`config.mk`:
```
export PLATFORM = sky130hd
export DESIGN_NAME = fp32_adder
export DESIGN_NICKNAME = d
export VERILOG_FILES = /design/src/rtl/fp32_add_pkg.sv /design/src/rtl/fp32_unpack.sv /design/src/rtl/fp32_mag_core.sv /design/src/rtl/fp32_round_pack.sv /design/src/rtl/fp32_adder.sv
export SDC_FILE = /design/constraint.sdc
export NUM_CORES = 1
export LEC_CHECK = 0
export ABC_AREA = 1
export BUFFER_PORTS_ARGS = -buffer_cell sky130_fd_sc_hd__buf_2
export CAP_MARGIN = 5
export CORE_ASPECT_RATIO = 1.2
export CORE_MARGIN = 2
export CORE_UTILIZATION = 55
export DETAILED_ROUTE_END_ITERATION = 10
export PLACE_DENSITY_LB_ADDON = 0.2
export SLEW_MARGIN = 10
export SYNTH_ARGS = -nofsm -noshare
export SYNTH_HDL_FRONTEND = slang
export SYNTH_SLANG_ARGS = --single-unit
```
`constraint.sdc`:
```
create_clock -name clk_i -period 0.8 [get_ports clk_i]
set_clock_uncertainty 0.05 [all_clocks]
set_input_delay 0.04 -clock clk_i [delete_from_list [all_inputs] [get_ports clk_i]]
set_output_delay 0.04 -clock clk_i [all_outputs]
set_load 0.03 [all_outputs]
```
`src/rtl/fp32_add_pkg.sv`:
```
package fp32_add_pkg;
  localparam int EXP_W    = 8;
  localparam int FRAC_W   = 23;
  localparam int WORD_W   = 1 + EXP_W + FRAC_W;
  localparam int SIG_W    = FRAC_W + 1;
  localparam int GRS_W    = 3;
  localparam int WRK_W    = SIG_W + GRS_W;
  localparam int WEXP_W   = EXP_W + 2;
  localparam int LZ_W     = $clog2(WRK_W + 1);
  localparam int EXP_ALL1 = (1 << EXP_W) - 1;
  localparam int QBIT     = FRAC_W - 1;

  typedef logic signed [WEXP_W-1:0] wexp_t;

  typedef enum logic [2:0] {
    CLS_ZERO, CLS_SUB, CLS_NORM, CLS_INF, CLS_QNAN, CLS_SNAN
  } fp_cls_e;

  typedef enum logic [1:0] {
    RM_RNE = 2'd0, RM_RTZ = 2'd1, RM_RUP = 2'd2, RM_RDN = 2'd3
  } rmode_e;

  // leading zero count over the working width
  function automatic logic [LZ_W-1:0] lzc(input logic [WRK_W-1:0] v);
    lzc = LZ_W'(WRK_W);
    for (int i = 0; i < WRK_W; i++) begin
      if (v[i]) lzc = LZ_W'(WRK_W - 1 - i);
    end
  endfunction

  // right shift, lost bits ORed into bit 0
  function automatic logic [WRK_W-1:0] shr_sticky(input logic [WRK_W-1:0] v,
                                                  input logic [LZ_W-1:0]  sh);
    logic [2*WRK_W-1:0] w;
    w = {v, {WRK_W{1'b0}}} >> sh;
    return {w[2*WRK_W-1:WRK_W+1], w[WRK_W] | (|w[WRK_W-1:0])};
  endfunction

  // clamp a non-negative shift distance to the working width
  function automatic logic [LZ_W-1:0] cap_shift(input wexp_t d);
    if (d > wexp_t'(WRK_W)) return LZ_W'(WRK_W);
    return d[LZ_W-1:0];
  endfunction
endpackage

```
`src/rtl/fp32_unpack.sv`:
```
module fp32_unpack
  import fp32_add_pkg::*;
(
  input  logic [WORD_W-1:0] word_i,
  output fp_cls_e           cls_o,
  output logic              sign_o,
  output wexp_t             exp_o,
  output logic [SIG_W-1:0]  sig_o
);
  logic [EXP_W-1:0]  e;
  logic [FRAC_W-1:0] f;
  logic [LZ_W-1:0]   lz;

  assign e      = word_i[WORD_W-2 -: EXP_W];
  assign f      = word_i[FRAC_W-1:0];
  assign sign_o = word_i[WORD_W-1];
  assign lz     = lzc({1'b0, f, {GRS_W{1'b0}}});

  always_comb begin
    cls_o = CLS_NORM;
    exp_o = wexp_t'({2'b00, e});
    sig_o = {1'b1, f};
    if (e == '0) begin
      if (f == '0) begin
        cls_o = CLS_ZERO;
        sig_o = '0;
      end else begin
        cls_o = CLS_SUB;
        sig_o = {1'b0, f} << lz;
        exp_o = wexp_t'(1) - wexp_t'(lz);
      end
    end else if (e == EXP_W'(EXP_ALL1)) begin
      if (f == '0)      cls_o = CLS_INF;
      else if (f[QBIT]) cls_o = CLS_QNAN;
      else              cls_o = CLS_SNAN;
    end
  end
endmodule

```
`src/rtl/fp32_mag_core.sv`:
```
module fp32_mag_core
  import fp32_add_pkg::*;
(
  input  logic             x_sign_i,
  input  wexp_t            x_exp_i,
  input  logic [SIG_W-1:0] x_sig_i,
  input  logic             y_sign_i,
  input  wexp_t            y_exp_i,
  input  logic [SIG_W-1:0] y_sig_i,
  output logic             sign_o,
  output wexp_t            exp_o,
  output logic [WRK_W-1:0] sig_o,
  output logic             zero_o
);
  wexp_t            d, big_e;
  logic             x_big, x_ge;
  logic [LZ_W-1:0]  sh, nlz;
  logic [WRK_W-1:0] xw, yw, xa, ya, diff;
  logic [WRK_W:0]   sum;

  assign d     = x_exp_i - y_exp_i;
  assign x_big = (d >= 0);
  assign big_e = x_big ? x_exp_i : y_exp_i;
  assign sh    = cap_shift(x_big ? d : -d);
  assign xw    = {x_sig_i, {GRS_W{1'b0}}};
  assign yw    = {y_sig_i, {GRS_W{1'b0}}};
  assign xa    = x_big ? xw : shr_sticky(xw, sh);
  assign ya    = x_big ? shr_sticky(yw, sh) : yw;
  assign sum   = {1'b0, xa} + {1'b0, ya};
  assign x_ge  = (xa >= ya);
  assign diff  = x_ge ? (xa - ya) : (ya - xa);
  assign nlz   = lzc(diff);

  always_comb begin
    zero_o = 1'b0;
    if (x_sign_i == y_sign_i) begin
      sign_o = x_sign_i;
      if (sum[WRK_W]) begin
        sig_o = {sum[WRK_W:2], sum[1] | sum[0]};
        exp_o = big_e + wexp_t'(1);
      end else begin
        sig_o = sum[WRK_W-1:0];
        exp_o = big_e;
      end
    end else begin
      sign_o = x_ge ? x_sign_i : y_sign_i;
      zero_o = (diff == '0);
      sig_o  = diff << nlz;
      exp_o  = big_e - wexp_t'(nlz);
    end
  end
endmodule

```
`src/rtl/fp32_round_pack.sv`:
```
module fp32_round_pack
  import fp32_add_pkg::*;
(
  input  logic              sign_i,
  input  wexp_t             exp_i,
  input  logic [WRK_W-1:0]  sig_i,
  input  logic [1:0]        rmode_i,
  output logic [WORD_W-1:0] word_o,
  output logic              overflow_o,
  output logic              underflow_o,
  output logic              inexact_o
);
  localparam wexp_t EXP_OVF = wexp_t'(EXP_ALL1);

  logic             tiny, lost, inc, to_inf;
  logic [WRK_W-1:0] m;
  logic [SIG_W:0]   mr;
  wexp_t            e_fin;
  logic [FRAC_W-1:0] frac;

  assign tiny = (exp_i < wexp_t'(1));
  assign m    = tiny ? shr_sticky(sig_i, cap_shift(wexp_t'(1) - exp_i)) : sig_i;
  assign lost = |m[GRS_W-1:0];

  always_comb begin
    unique case (rmode_e'(rmode_i))
      RM_RNE:  inc = m[GRS_W-1] & (m[GRS_W-2] | m[0] | m[GRS_W]);
      RM_RTZ:  inc = 1'b0;
      RM_RUP:  inc = lost & ~sign_i;
      default: inc = lost & sign_i;
    endcase
  end

  assign mr = {1'b0, m[WRK_W-1:GRS_W]} + (SIG_W+1)'(inc);

  always_comb begin
    if (tiny) begin
      e_fin = mr[SIG_W-1] ? wexp_t'(1) : wexp_t'(0);
      frac  = mr[FRAC_W-1:0];
    end else if (mr[SIG_W]) begin
      e_fin = exp_i + wexp_t'(1);
      frac  = mr[FRAC_W:1];
    end else begin
      e_fin = exp_i;
      frac  = mr[FRAC_W-1:0];
    end
  end

  assign overflow_o  = ~tiny & (e_fin >= EXP_OVF);
  assign underflow_o = tiny & lost;
  assign inexact_o   = lost | overflow_o;
  assign to_inf      = (rmode_e'(rmode_i) == RM_RNE) ||
                       (rmode_e'(rmode_i) == RM_RUP && !sign_i) ||
                       (rmode_e'(rmode_i) == RM_RDN && sign_i);

  always_comb begin
    if (overflow_o) begin
      word_o = to_inf ? {sign_i, {EXP_W{1'b1}}, {FRAC_W{1'b0}}}
                      : {sign_i, EXP_W'(EXP_ALL1 - 1), {FRAC_W{1'b1}}};
    end else begin
      word_o = {sign_i, e_fin[EXP_W-1:0], frac};
    end
  end
endmodule

```
`src/rtl/fp32_adder.sv`:
```
module fp32_adder
  import fp32_add_pkg::*;
#(
  parameter logic [WORD_W-1:0] DEFAULT_NAN = 32'h7FC0_0000
) (
  input  logic              clk_i,
  input  logic              rst_ni,
  input  logic              valid_i,
  input  logic [WORD_W-1:0] a_i,
  input  logic [WORD_W-1:0] b_i,
  input  logic [1:0]        rmode_i,
  output logic              valid_o,
  output logic [WORD_W-1:0] sum_o,
  output logic              invalid_o,
  output logic              overflow_o,
  output logic              underflow_o,
  output logic              inexact_o
);
  localparam int NUM_OPS = 2;
  localparam logic [WORD_W-1:0] QUIET_MASK = WORD_W'(1) << QBIT;

  logic [WORD_W-1:0] op_word [NUM_OPS];
  fp_cls_e           op_cls  [NUM_OPS];
  logic              op_sign [NUM_OPS];
  wexp_t             op_exp  [NUM_OPS];
  logic [SIG_W-1:0]  op_sig  [NUM_OPS];

  assign op_word[0] = a_i;
  assign op_word[1] = b_i;

  for (genvar gi = 0; gi < NUM_OPS; gi++) begin : g_unpack
    fp32_unpack i_unpack (
      .word_i (op_word[gi]),
      .cls_o  (op_cls[gi]),
      .sign_o (op_sign[gi]),
      .exp_o  (op_exp[gi]),
      .sig_o  (op_sig[gi])
    );
  end

  logic [WORD_W-1:0] zero_word;
  assign zero_word = {rmode_e'(rmode_i) == RM_RDN, {(WORD_W-1){1'b0}}};

  // fixed-priority resolution of non-arithmetic pairs
  logic              spc_hit, spc_inv;
  logic [WORD_W-1:0] spc_word;

  always_comb begin
    spc_hit  = 1'b1;
    spc_inv  = 1'b0;
    spc_word = '0;
    if (op_cls[0] == CLS_SNAN) begin
      spc_word = a_i | QUIET_MASK;
      spc_inv  = 1'b1;
    end else if (op_cls[1] == CLS_SNAN) begin
      spc_word = b_i | QUIET_MASK;
      spc_inv  = 1'b1;
    end else if (op_cls[0] == CLS_QNAN) begin
      spc_word = a_i;
    end else if (op_cls[1] == CLS_QNAN) begin
      spc_word = b_i;
    end else if (op_cls[0] == CLS_INF && op_cls[1] == CLS_INF) begin
      if (op_sign[0] == op_sign[1]) spc_word = a_i;
      else begin
        spc_word = DEFAULT_NAN;
        spc_inv  = 1'b1;
      end
    end else if (op_cls[0] == CLS_INF) begin
      spc_word = a_i;
    end else if (op_cls[1] == CLS_INF) begin
      spc_word = b_i;
    end else if (op_cls[0] == CLS_ZERO && op_cls[1] == CLS_ZERO) begin
      spc_word = (op_sign[0] == op_sign[1]) ? a_i : zero_word;
    end else if (op_cls[0] == CLS_ZERO) begin
      spc_word = b_i;
    end else if (op_cls[1] == CLS_ZERO) begin
      spc_word = a_i;
    end else begin
      spc_hit = 1'b0;
    end
  end

  logic             core_sign, core_zero;
  wexp_t            core_exp;
  logic [WRK_W-1:0] core_sig;

  fp32_mag_core i_core (
    .x_sign_i (op_sign[0]),
    .x_exp_i  (op_exp[0]),
    .x_sig_i  (op_sig[0]),
    .y_sign_i (op_sign[1]),
    .y_exp_i  (op_exp[1]),
    .y_sig_i  (op_sig[1]),
    .sign_o   (core_sign),
    .exp_o    (core_exp),
    .sig_o    (core_sig),
    .zero_o   (core_zero)
  );

  logic [WORD_W-1:0] rnd_word;
  logic              rnd_ovf, rnd_unf, rnd_inx;

  fp32_round_pack i_round (
    .sign_i      (core_sign),
    .exp_i       (core_exp),
    .sig_i       (core_sig),
    .rmode_i     (rmode_i),
    .word_o      (rnd_word),
    .overflow_o  (rnd_ovf),
    .underflow_o (rnd_unf),
    .inexact_o   (rnd_inx)
  );

  logic [WORD_W-1:0] res_word;
  logic              res_inv, res_ovf, res_unf, res_inx;

  always_comb begin
    res_word = rnd_word;
    res_inv  = 1'b0;
    res_ovf  = rnd_ovf;
    res_unf  = rnd_unf;
    res_inx  = rnd_inx;
    if (spc_hit || core_zero) begin
      res_word = spc_hit ? spc_word : zero_word;
      res_inv  = spc_hit & spc_inv;
      res_ovf  = 1'b0;
      res_unf  = 1'b0;
      res_inx  = 1'b0;
    end
  end

  always_ff @(posedge clk_i or negedge rst_ni) begin
    if (!rst_ni) begin
      valid_o     <= 1'b0;
      sum_o       <= '0;
      invalid_o   <= 1'b0;
      overflow_o  <= 1'b0;
      underflow_o <= 1'b0;
      inexact_o   <= 1'b0;
    end else begin
      valid_o <= valid_i;
      if (valid_i) begin
        sum_o       <= res_word;
        invalid_o   <= res_inv;
        overflow_o  <= res_ovf;
        underflow_o <= res_unf;
        inexact_o   <= res_inx;
      end
    end
  end
endmodule

```
==> out/metrics.cfg, run 1 <==
[clock_tree]
clock_path_buffers = 2
htree_levels = 2
root_buffer = clkbuf_16
clock_sinks = 37
cts_buffers = 5

[synthesis]
synth_nets = 4139
yosysMostFrequentCell = nand2_1
synthTopCellsByCount = 1,142 x nand2_1, 893 x nand3_1, 389 x inv_1, 301 x nor2_1, 159 x o21ai_0
yosys-top-cells-area = nand3_1 21%, nand2_1 21%, inv_1 7.0%
yosysTopAreaCellShare_pct = 21.4
synth.distinct_cells = 83
synth_area_leader_cell = nand3_1
syn_inst = 3968
ys_seq_area_share_pct = 4.44
ys.flop_type = dfrtp_1
async_reset_ff_share_pct = 100
ys_seq_elements = 37
synth.cell_area_mm2 = 0.0209
synth_warnings = 0
avgSynthCellArea_um2 = 5.26
synth_edf_count = 0

[floorplan]
die_h_um = 217
ios = 106
start_util_pct = 55.6
std_cell_rows = 78
chipWidth_um = 182

[global_routing]
grt_pass1_vias = 43200
gr-usage-all-layers_pct = 82.9
grt_pass1_wl_um = 259000
grt.overflow.total = 262
grt_max_degree = 38

[placed_design]
gp_congestion = 1.15
dp.final_hpwl_um = 86200
portBuffers = 105
dpl_cell_area_mm2 = 0.0303

[outcome]
lastStage = global routing (5_1_grt)
error = [ERROR GRT-0116] Global routing finished with congestion. Check the congestion regions in the DRC Viewer.
status = aborted with a tool error

==> timing repair <==
action | 4_1_cts
buffers inserted | 219
pin swaps | 70
endpoints found under the hold margin | 38
hold buffers | 2
gates resized for setup | 323
gates cloned | 15
endpoints found under the setup margin | 73
==> stage by stage <==
step | setup WS, ns | std cells
after CTS | -13.11 | 5807
after detailed placement | -13.71 | 5564
after global placement | -13.19 | 5564
after floorplan | -12.55 | 3968
==> logic make-up after synthesis <==
family,synth area share [%]
XOR/XNOR,4.17
multiplexers,0.162
adder cells (fa/ha/maj),6.19
AO/OA/AOI/OAI,17.3
buffers and inverters,13.6
flip-flops,4.44
AND/OR/NAND/NOR,54.1
==> routing by layer <==
layer  global-route usage (%)  overflow
met5                     28.4         0
met2                     98.6       161
met3                     68.8         7
met4                     85.7        91
met1                     82.3         3
==> inputs of run 2 (changes only) <==
--- a/config.mk
+++ b/config.mk
@@ -8,11 +8,10 @@
 export ABC_AREA = 1
 export BUFFER_PORTS_ARGS = -buffer_cell sky130_fd_sc_hd__buf_2
 export CAP_MARGIN = 5
-export CORE_ASPECT_RATIO = 1.2
 export CORE_MARGIN = 2
-export CORE_UTILIZATION = 55
+export CORE_UTILIZATION = 40
 export DETAILED_ROUTE_END_ITERATION = 10
-export PLACE_DENSITY_LB_ADDON = 0.2
+export PLACE_DENSITY_LB_ADDON = 0.15
 export SLEW_MARGIN = 10
 export SYNTH_ARGS = -nofsm -noshare
 export SYNTH_HDL_FRONTEND = slang
==> constraint.sdc (replaced) <==
create_clock -name clk_i -period 1 [get_ports clk_i]
set_clock_uncertainty 0.05 [all_clocks]
set_input_delay 0.05 -clock clk_i [delete_from_list [all_inputs] [get_ports clk_i]]
set_output_delay 0.05 -clock clk_i [all_outputs]
set_load 0.03 [all_outputs]
==> out/metrics.cfg, run 2 <==
[power]
p_per_area_mw_per_mm2 = 2460
irDropWorstVdd_mv = 1.89
total_power_mw = 85.0
leakage_nw = 18.6

[worst_setup_path]
crit_fanout = 7
arrival_ns = 14.56
path_buf_inv = 59
cpMostUsedCell = buf_4
worstSetupStartpointType = input port
critical-path-top-delay-family = buffers and inverters
critPathMaxStageDelay_ns = 0.32
worstSetupEndpointType = register
reg2reg_from = sum_o[28]$_DFFE_PN0P_
slowest_stage = o211ai_1
criticalPathCategory = input port to register
worstPathRequired_ns = 1.11
cp-startpoint = a_i[6]

[final_layout]
multi_input_area_mm2 = 0.0192
postLayoutCoreUtil_pct = 67.2
final_cell_mix = 1,344 x buf_4, 1,067 x nand2_1, 760 x nand3_1, 366 x inv_1, 268 x nor2_1
seqCellArea_um2 = 926
final_common_cell = buf_4
largest_reg_flops = 32
final_area_mm2 = 0.0345
n_fill_cell = 4868
final_nets = 5482
drive_gt1_share_pct = 39.3
regMostFlops = sum_o
syn2layout_area_growth_pct = 65.5

[synthesis]
synth_edf_count = 0
ys_seq_elements = 37
synth_area_leader_cell = nand3_1
async_reset_ff_share_pct = 100
synth_warnings = 0
synthTopCellsByCount = 1,142 x nand2_1, 893 x nand3_1, 389 x inv_1, 301 x nor2_1, 159 x o21ai_0
ys_seq_area_share_pct = 4.44
synth_nets = 4139
synth.distinct_cells = 83
avgSynthCellArea_um2 = 5.26
ys.flop_type = dfrtp_1
yosysMostFrequentCell = nand2_1
yosys-top-cells-area = nand3_1 21%, nand2_1 21%, inv_1 7.0%
syn_inst = 3968
synth.cell_area_mm2 = 0.0209
yosysTopAreaCellShare_pct = 21.4

[placed_design]
dp.final_hpwl_um = 89000
gp_congestion = 1.06
dpl_cell_area_mm2 = 0.0307
portBuffers = 105
pre_cts_ws_ns = -13.49

[global_routing]
gr-usage-all-layers_pct = 39.3
grt_pass1_vias = 31100
grt_max_degree = 38
grt.overflow.total = 0
antenna_found_initial = 3
grt_pass1_wl_um = 169000

[timing]
period_minus_slack_ns = 14.46
rsz0062_at_grt = yes
slew_violations = 0
fmax_ghz = 0.0692
setup_violations = 36
fin_hold_ws_ns = 0.110
timing.final.hold_violations = 0
slew_headroom_pct = 47.1
worstMarginPinSlew_ns = 0.786
period_share_pct = 1450
setup_slack_ns = -13.46

[detailed_routing]
avgViaCountPerCell = 5.58
num_vias = 33400
post-route-drc-count = 0
wl_per_cell_um = 18.8
postRouteAntennaNets = 0
drt-pass1-iter-count = 6
drt_iter0_markers = 3871
drt-total-wl_um = 113000

[clock_tree]
root_buffer = clkbuf_16
clkTransAtPathRegs_ns = 0.06
clock_sinks = 37
clock_path_buffers = 2
htree_levels = 2
cts_buffers = 5
clk_latency_ns = 0.27
cts_tree = done

[worst_hold_path]
worstHoldStart = valid_i
min_path_type = input port to register

[floorplan]
die_h_um = 232
start_util_pct = 40.6
ios = 106
chipWidth_um = 232
std_cell_rows = 83
die-area_mm2 = 0.0540
core_mm2 = 0.0514

[flow_run]
drv_cap = 0

[outcome]
violations = setup timing
status = complete, but fails checks

[run 2: layout make-up]
class / instances / share of cell area (%)
Timing Repair Buffer: 1516 / 33.8
Inverter: 446 / 5.03
Tap cell: 680 / 2.46
Timing Repair inverter: 1 / 0.0471
Clock buffer: 5 / 0.362
Antenna cell: 1 / 0.00724
Sequential cell: 37 / 2.68
Multi-Input combinational cell: 3304 / 55.5
Clock inverter: 3 / 0.0652
[run 2: through the flow]
step                TNS [ns]  instances
finish               -463.51       5993
global route         -487.65       5992
CTS                  -435.33       5938
detailed placement   -465.15       5784
global placement     -459.34       5784
floorplan            -423.56       3968
[run 2: power breakdown]
part	total (mW)	leakage (nW)	internal, mW	switching (mW)
registers	2.51	0.441	2.10	0.411
clock network	1.59	0.0738	0.928	0.665
logic	80.9	18.0	34.6	46.3
[run 2: layer usage]
layer  track usage [%]  part of all wire [%]  routed length [um]  vias to the layer above
met5                 0                 0.023                  26                        -
met4              15.8                   5.0                5680                        4
met3              6.10                   9.0               10200                      383
met2              65.0                    45               50600                     1762
met1              50.9                    41               46200                    15300
li1                  -                     -                   -                    16000
[run 2: repair_timing]
| action | in CTS | in global routing |
|---|---|---|
| resized for setup | 204 | 275 |
| hold endpoints to repair | 37 | 0 |
| buffers inserted | 137 | 51 |
| pin swaps | 47 | 125 |
| hold buffers | 1 | 0 |
| endpoints found under the setup margin | 36 | 39 |
| gates cloned | 8 | 4 |
[run 2: final timing paths]
| path | cells past startpoint | end | slack (ns) |
|---|---|---|---|
| min | 2 | valid_o$_DFF_PN0_ | 0.11 |
| max reg2reg | 2 | sum_o[28]$_DFFE_PN0P_ | 0.10 |
| max | 118 | sum_o[15]$_DFFE_PN0P_ | -13.46 |
| min reg2reg | 2 | overflow_o$_DFFE_PN0P_ | 0.43 |
| max in group asynchronous | 3 | overflow_o$_DFFE_PN0P_ | 0.49 |
| min in group asynchronous | 3 | sum_o[14]$_DFFE_PN0P_ | 0.22 |
[run 2: logic make-up (layout without fill, tap and decap cells)]
group | Yosys count | in the layout | synth area share [%]
compound gates | 570 | 570 | 17.3
mux | 3 | 3 | 0.162
flops | 37 | 37 | 4.44
other cells | 0 | 1 | 0
xor+xnor | 93 | 93 | 4.17
simple gates | 2531 | 2536 | 54.1
buf+inv | 632 | 1971 | 13.6
fa+ha+maj | 102 | 102 | 6.19
(Power assumes the default switching activity.)
